[config.mk]
export PLATFORM = sky130hd
export DESIGN_NAME = dual_half_mac
export DESIGN_NICKNAME = d
export VERILOG_FILES = /design/src/rtl/dhm_pkg.sv /design/src/rtl/dhm_pair_select.sv /design/src/rtl/dhm_mul_stage.sv /design/src/rtl/dhm_sum_stage.sv /design/src/rtl/dual_half_mac.sv
export SDC_FILE = /design/constraint.sdc
export NUM_CORES = 2
export LEC_CHECK = 0
export ABC_CLOCK_PERIOD_IN_PS = 7600
export BUFFER_PORTS_ARGS = -buffer_cell sky130_fd_sc_hd__buf_2
export CAP_MARGIN = 20
export CORE_MARGIN = 1.5
export CORE_UTILIZATION = 54
export CTS_CLUSTER_DIAMETER = 120
export DETAILED_ROUTE_END_ITERATION = 10
export HOLD_SLACK_MARGIN = 0.12
export PLACE_DENSITY = 0.75
export SLEW_MARGIN = 40
export SYNTH_ARGS = -nofsm -noshare
export SYNTH_HDL_FRONTEND = slang
export SYNTH_SLANG_ARGS = --single-unit
[constraint.sdc]
create_clock -name clk -period 7.6 [get_ports clk]
set_input_delay 0.38 -clock clk [delete_from_list [all_inputs] [get_ports clk]]
set_output_delay 0.38 -clock clk [all_outputs]
set_load 0.05 [all_outputs]
[src/rtl/dhm_pkg.sv]
package dhm_pkg;
  // Pairing of operand halves for the two multipliers
  typedef enum logic {
    PAIR_STRAIGHT = 1'b0,
    PAIR_CROSSED  = 1'b1
  } pair_mode_e;
endpackage

[src/rtl/dhm_pair_select.sv]
module dhm_pair_select #(
  parameter int HALF_W = 16,
  localparam int WORD_W = 2 * HALF_W
) (
  input  logic [WORD_W-1:0] b_in,
  input  logic              swap,
  output logic [WORD_W-1:0] b_out
);
  import dhm_pkg::*;

  pair_mode_e mode;
  assign mode = pair_mode_e'(swap);

  // Crossed pairing equals a rotation by one half: lane l takes lane 1-l
  for (genvar l = 0; l < 2; l++) begin : g_lane
    assign b_out[l*HALF_W +: HALF_W] = (mode == PAIR_CROSSED)
                                       ? b_in[(1-l)*HALF_W +: HALF_W]
                                       : b_in[l*HALF_W +: HALF_W];
  end
endmodule

[src/rtl/dhm_mul_stage.sv]
module dhm_mul_stage #(
  parameter int HALF_W = 16,
  localparam int WORD_W = 2 * HALF_W,
  localparam int ACC_W  = 2 * WORD_W,
  localparam int PROD_W = 2 * HALF_W,
  localparam int LANES  = 2
) (
  input  logic                          clk,
  input  logic                          rst,
  input  logic                          en,
  input  logic                          v_in,
  input  logic [WORD_W-1:0]             a,
  input  logic [WORD_W-1:0]             b,
  input  logic [ACC_W-1:0]              acc_in,
  input  logic                          cond_in,
  output logic                          v_out,
  output logic [LANES-1:0][PROD_W-1:0]  prod,
  output logic [ACC_W-1:0]              acc_out,
  output logic                          cond_out
);
  always_ff @(posedge clk) begin
    if (rst)     v_out <= 1'b0;
    else if (en) v_out <= v_in;
  end

  always_ff @(posedge clk) begin
    if (en) begin
      acc_out  <= acc_in;
      cond_out <= cond_in;
    end
  end

  for (genvar l = 0; l < LANES; l++) begin : g_mul
    logic signed [PROD_W-1:0] ax, bx;
    assign ax = {{(PROD_W-HALF_W){a[l*HALF_W+HALF_W-1]}}, a[l*HALF_W +: HALF_W]};
    assign bx = {{(PROD_W-HALF_W){b[l*HALF_W+HALF_W-1]}}, b[l*HALF_W +: HALF_W]};
    always_ff @(posedge clk) begin
      if (en) prod[l] <= ax * bx;
    end
  end
endmodule

[src/rtl/dhm_sum_stage.sv]
module dhm_sum_stage #(
  parameter int HALF_W = 16,
  localparam int WORD_W = 2 * HALF_W,
  localparam int ACC_W  = 2 * WORD_W,
  localparam int PROD_W = 2 * HALF_W,
  localparam int EXT_W  = ACC_W - PROD_W,
  localparam int LANES  = 2
) (
  input  logic                          clk,
  input  logic                          rst,
  input  logic                          en,
  input  logic                          v_in,
  input  logic [LANES-1:0][PROD_W-1:0]  prod,
  input  logic [ACC_W-1:0]              acc,
  input  logic                          cond,
  output logic                          v_out,
  output logic [ACC_W-1:0]              res
);
  logic [ACC_W-1:0] sum;

  // Sign-extend each product and add with modulo-2^ACC_W wrap
  always_comb begin
    sum = acc;
    for (int l = 0; l < LANES; l++) begin
      sum = sum + {{EXT_W{prod[l][PROD_W-1]}}, prod[l]};
    end
  end

  always_ff @(posedge clk) begin
    if (rst)     v_out <= 1'b0;
    else if (en) v_out <= v_in;
  end

  always_ff @(posedge clk) begin
    if (en) res <= cond ? sum : acc;
  end
endmodule

[src/rtl/dual_half_mac.sv]
module dual_half_mac #(
  parameter int HALF_W = 16,
  localparam int WORD_W = 2 * HALF_W,
  localparam int ACC_W  = 2 * WORD_W,
  localparam int PROD_W = 2 * HALF_W,
  localparam int LANES  = 2
) (
  input  logic              clk,
  input  logic              rst,
  input  logic              in_valid,
  output logic              in_ready,
  input  logic [WORD_W-1:0] op_a,
  input  logic [WORD_W-1:0] op_b,
  input  logic [WORD_W-1:0] acc_hi,
  input  logic [WORD_W-1:0] acc_lo,
  input  logic              swap_pair,
  input  logic              exec_en,
  output logic              out_valid,
  input  logic              out_ready,
  output logic [WORD_W-1:0] res_hi,
  output logic [WORD_W-1:0] res_lo
);
  logic                         advance;
  logic [WORD_W-1:0]            b_aligned;
  logic                         s1_valid;
  logic [LANES-1:0][PROD_W-1:0] s1_prod;
  logic [ACC_W-1:0]             s1_acc;
  logic                         s1_cond;
  logic [ACC_W-1:0]             s2_res;

  // Whole pipeline moves only when the output register can be refilled
  assign advance  = !out_valid || out_ready;
  assign in_ready = advance;

  dhm_pair_select #(.HALF_W(HALF_W)) pair_i (
    .b_in  (op_b),
    .swap  (swap_pair),
    .b_out (b_aligned)
  );

  dhm_mul_stage #(.HALF_W(HALF_W)) mul_i (
    .clk      (clk),
    .rst      (rst),
    .en       (advance),
    .v_in     (in_valid),
    .a        (op_a),
    .b        (b_aligned),
    .acc_in   ({acc_hi, acc_lo}),
    .cond_in  (exec_en),
    .v_out    (s1_valid),
    .prod     (s1_prod),
    .acc_out  (s1_acc),
    .cond_out (s1_cond)
  );

  dhm_sum_stage #(.HALF_W(HALF_W)) sum_i (
    .clk   (clk),
    .rst   (rst),
    .en    (advance),
    .v_in  (s1_valid),
    .prod  (s1_prod),
    .acc   (s1_acc),
    .cond  (s1_cond),
    .v_out (out_valid),
    .res   (s2_res)
  );

  assign res_hi = s2_res[ACC_W-1:WORD_W];
  assign res_lo = s2_res[WORD_W-1:0];
endmodule

Word level (Yosys, flattened, before mapping). Cells that the tools add are included.

Add/sub/neg operators: 2. Muxes and demuxes: 3. Multiply operators: 2. Reductions and logical operators: 2.

Operators by type and width (number): adder 64 bit (2); multiplier 16 x 16 -> 32 bit (2); two-way mux 64 bit (1); two-way mux 16 bit (2); logical NOT 1 bit (1); logical OR 1 bit (1).

Word-level logic and storage cells: 16. Input bits: 134. Output and inout port bits: 66. Register bits after elaboration: 195.

Logic depth before layout (Yosys ltp).
Word-level depth: 3. Gate-level depth with buffers: 29. Mapped depth without buffers: 26.

Modules after synthesis. Synthesis repeated with hierarchy kept, for this count alone.

Cell total of the unflattened synthesis: 3111. Area, all modules: 31858.1 µm².

Modules (own cells, without submodules): dhm_mul_stage (seq. area each 3893.7 µm², cells each 2302, times used 1, area an instance 23553.8 µm²); dhm_sum_stage (seq. area each 1941.9 µm², cells each 772, times used 1, area an instance 7753.7 µm²); dhm_pair_select (seq. area each 0.0 µm², cells each 36, times used 1, area an instance 544.3 µm²); dual_half_mac (seq. area each 0.0 µm², cells each 1, times used 1, area an instance 6.3 µm²).

Worst setup path after synthesis. Ideal clock, no wire load.

Kind: input -> register. Start point: in swap_pair. End point: reg mul_i.prod[31] in the netlist's numbering (data pin). Data required time: 7340 ps. Arrival time: 7213 ps. Stages on the path: 26. Setup time: 260 ps. Path slack: 127 ps. Buffers on the path: 3. Cell sequence: clkbuf_1 clkbuf_1 mux2i_1 clkbuf_1 nor2b_1 fa_1 inv_1 fa_1 fa_1 inv_1 fa_1 fa_1 inv_1 fa_1 inv_1 ha_1 and4_4 a21o_1 a2111oi_2 o21bai_2 o311ai_4 a2111oi_2 a2111oi_0 o21bai_1 a21oi_1 xnor2_1.

Cells in the longest elaborated chain, start to end: 2.

Ends and longest elaborated chain: start: declaration (RTL line dual_half_mac.sv:16) `input logic swap_pair,`; two-way mux 16 bit (RTL line dhm_pair_select.sv:17) `? b_in[(1-l)*HALF_W +: HALF_W]`; multiplier 16 x 16 -> 32 bit (RTL line dhm_mul_stage.sv:38) `if (en) prod[l] <= ax * bx;`; end signal: indexed assignment (RTL line dhm_mul_stage.sv:38); end: declaration (RTL line dhm_mul_stage.sv:17) `output logic [LANES-1:0][PROD_W-1:0] prod,`.

Every way passes these cells. A chain may end at the register's enable or synchronous reset.

Final worst setup path. Ends and elaborated chain as after synthesis.

==> flow_metrics.py <==
metrics = {
    "logic_synthesis": {
        "syn-num-nets": 4022,
        "synth.top_cell.area_share_pct": 37.4,
        "postSynthCellCount": 3074,
        "ys_top_cells_by_count": "inv_1 (613), fa_1 (588), nand2_1 (280)",
        "synth_area_um2": 31500,
        "synth_edf_count": 193,
        "ys_types": 73,
        "synth_area_leaders": "fa_1 (37%), edfxtp_1 (18%), ha_1 (9.0%), inv_1 (7.3%), nand2_1 (3.3%)",
        "yosys_warnings": 0,
        "synth_seq_area_share_pct": 18.5,
        "async_reset_ff_share_pct": 0,
        "yosysTopAreaCell": "fa_1",
        "yosys.cell_count.top_type": "inv_1",
        "avgSynthCellArea_um2": 10.2,
        "ys.flop_type": "edfxtp_1",
        "synth-seq-cells": 195,
    },
    "clock_tree": {
        "htreeDepth": 4,
        "cts_hold_buf": 66,
        "clock-sinks": 195,
        "path_clk_slew_ns": 0.07,
        "root_buffer": "clkbuf_16",
        "cts_buffer_depth": 2,
        "ctsResizeCount": 0,
        "cts_made_buffers": 17,
        "cts_tree": "yes",
        "clock_latency_ns": 0.47,
        "cts_setup_buffers": 0,
    },
    "placed_design": {
        "dp.cells": 3959,
        "io_buffer_count": 199,
        "routabilityCongestion": 0.908,
        "post-dp-hpwl_mm": 60.3,
    },
    "layout": {
        "area_growth_pct": 9.59,
        "multi_input_area_um2": 22900,
        "instances_no_fill": 4059,
        "nNetsFinal": 4227,
        "seqCellArea_um2": 5840,
        "postLayoutCoreUtil_pct": 59.9,
        "drive_above_1_share_pct": 10.4,
        "fillers": 4755,
    },
    "drt": {
        "wirelength_mm": 72.6,
        "drt_iter0_markers": 1224,
        "dr_total_vias": 22000,
        "drtPass1Iterations": 5,
        "routedWlPerCell_um": 17.9,
        "routed_via_density": 5.41,
        "postRouteAntennaNets": 0,
        "drc": 0,
    },
    "flow_run": {
        "maxCapViolCount": 0,
    },
    "sta": {
        "hold_viol_final": 0,
        "rsz0062_at_grt": "false",
        "worst_pin_slew_ns": 0.702,
        "fmax_mhz": 147,
        "setup-violations-final": 0,
        "drv_slew": 0,
        "period_needed_ns": 6.80,
        "skew_ns": 0.0184,
        "tns_ns": 0,
        "relSlewSlack_pct": 53.2,
        "fin_crit_sh_pct": 89.4,
    },
    "critical_path": {
        "crit_type": "primary input to flip-flop",
        "cp.required_ns": 7.80,
        "cp-start-kind": "primary input",
        "arrival_ns": 7.00,
        "crit_fanout": 32,
        "end_kind": "flip-flop",
    },
    "die": {
        "die-area_um2": 59700,
        "io_pins": 200,
        "die_y_um": 244,
        "rows": 88,
        "die_width_um": 244,
        "core_area_um2": 57600,
        "start_util_pct": 54.6,
    },
    "global_routing": {
        "grt_pass1_wl_mm": 120,
        "grt_pass1_vias": 23600,
        "antenna_found_initial": 6,
        "grt_usage_pct": 25.4,
        "grt_start_max_net_pins": 75,
        "overflow": 0,
    },
    "hold_path": {
        "hp-class": "primary input to flip-flop",
    },
    "run_status": {
        "status": "finished, final reports clean",
    },
}
stage by stage:
step,hold slack [ns],worst slack (ns),area (um2)
6_report,0.161,0.802,34500
5_1_grt,0.173,0.473,34500
4_1_cts,0.149,0.820,34500
3_5_place_dp,0.433,0.330,33200
3_3_place_gp,0.426,0.474,33200
2_1_floorplan,0.419,0.127,31500
path summary, 6_finish.rpt:
check / start / depth (start not counted) / end / slack, ns
setup / recovery: swap_pair / 25 / mul_i.prod[31]$_DFFE_PP_ / 0.80
hold / removal: in_valid / 3 / mul_i.v_out$_SDFFE_PP0P_ / 0.16
setup reg to reg: mul_i.acc_out[1]$_DFFE_PP_ / 13 / sum_i.res[63]$_DFFE_PP_ / 3.11
hold reg to reg: mul_i.v_out$_SDFFE_PP0P_ / 2 / sum_i.v_out$_SDFFE_PP0P_ / 0.44
cell families after synthesis:
logic type,after synthesis,share of synthesized area (%)
mux,78,2.73
compound gates,367,7.70
simple gates,772,12.4
flops,195,18.5
xor+xnor,128,3.56
buf+inv,720,8.61
fa+ha+maj,814,46.4
worst max-delay path, stage by stage:
cell and delay (ns):
buf_2 0.10, buf_12 0.21, mux2i_1 0.44, nor2b_1 0.13
fa_1 0.53, inv_1 0.06, fa_1 0.47, fa_1 0.53
inv_1 0.07, fa_1 0.49, fa_1 0.49, inv_1 0.05
fa_1 0.47, inv_1 0.04, ha_1 0.33, and4_4 0.23
a21o_1 0.19, a2111oi_2 0.32, o21bai_2 0.19, o311ai_4 0.30
a2111oi_2 0.15, a2111oi_0 0.41, o21bai_1 0.14, a21oi_1 0.18
xnor2_1 0.08
cells in the final DEF, fill, tap and decap left out, drive strengths merged, types with 8 or more instances in the layout:
cell / instances
edfxtp: 193
clkbuf: 17
xor2: 37
a21oi: 119
nand2: 280
nand2b: 42
nor2b: 161
mux2: 63
nand3: 23
ha: 226
a31oi: 14
mux2i: 15
inv: 621
o21a: 14
a21o: 54
o21ai: 64
nor2: 83
o211ai: 8
dlygate4sd3: 66
a211oi: 16
buf: 226
nor3: 13
or2: 9
o21bai: 21
and2: 102
xnor2: 91
and3: 8
fa: 588
nand4: 26
flip-flops by register name, indices dropped and copies added (netlist names):
signal / cells
sum_i.res: 64
sum_i.v_out: 1
mul_i.cond_out: 1
mul_i.acc_out: 64
mul_i.prod: 64
mul_i.v_out: 1
per-layer routing:
layer	global-route usage (%)	wire length [um]	vias up
met5	0	40	-
met4	6.81	1560	8
met3	3.67	4370	103
met2	44.4	35900	675
met1	33.0	30700	11100
li1	-	-	10100
layout make-up:
type | instances | share of cell area [%]
antenna | 2 | 0.0145
clock buffer | 17 | 1.23
clock inverter | 15 | 0.421
inverter | 614 | 6.69
multi-input combinational | 2159 | 66.5
sequential | 195 | 16.9
tap | 765 | 2.78
timing repair buffer | 292 | 5.45
Power is left out: the tool's default activity adds up to more than one toggle a clock period on the data nets, which glitch-free logic cannot reach.
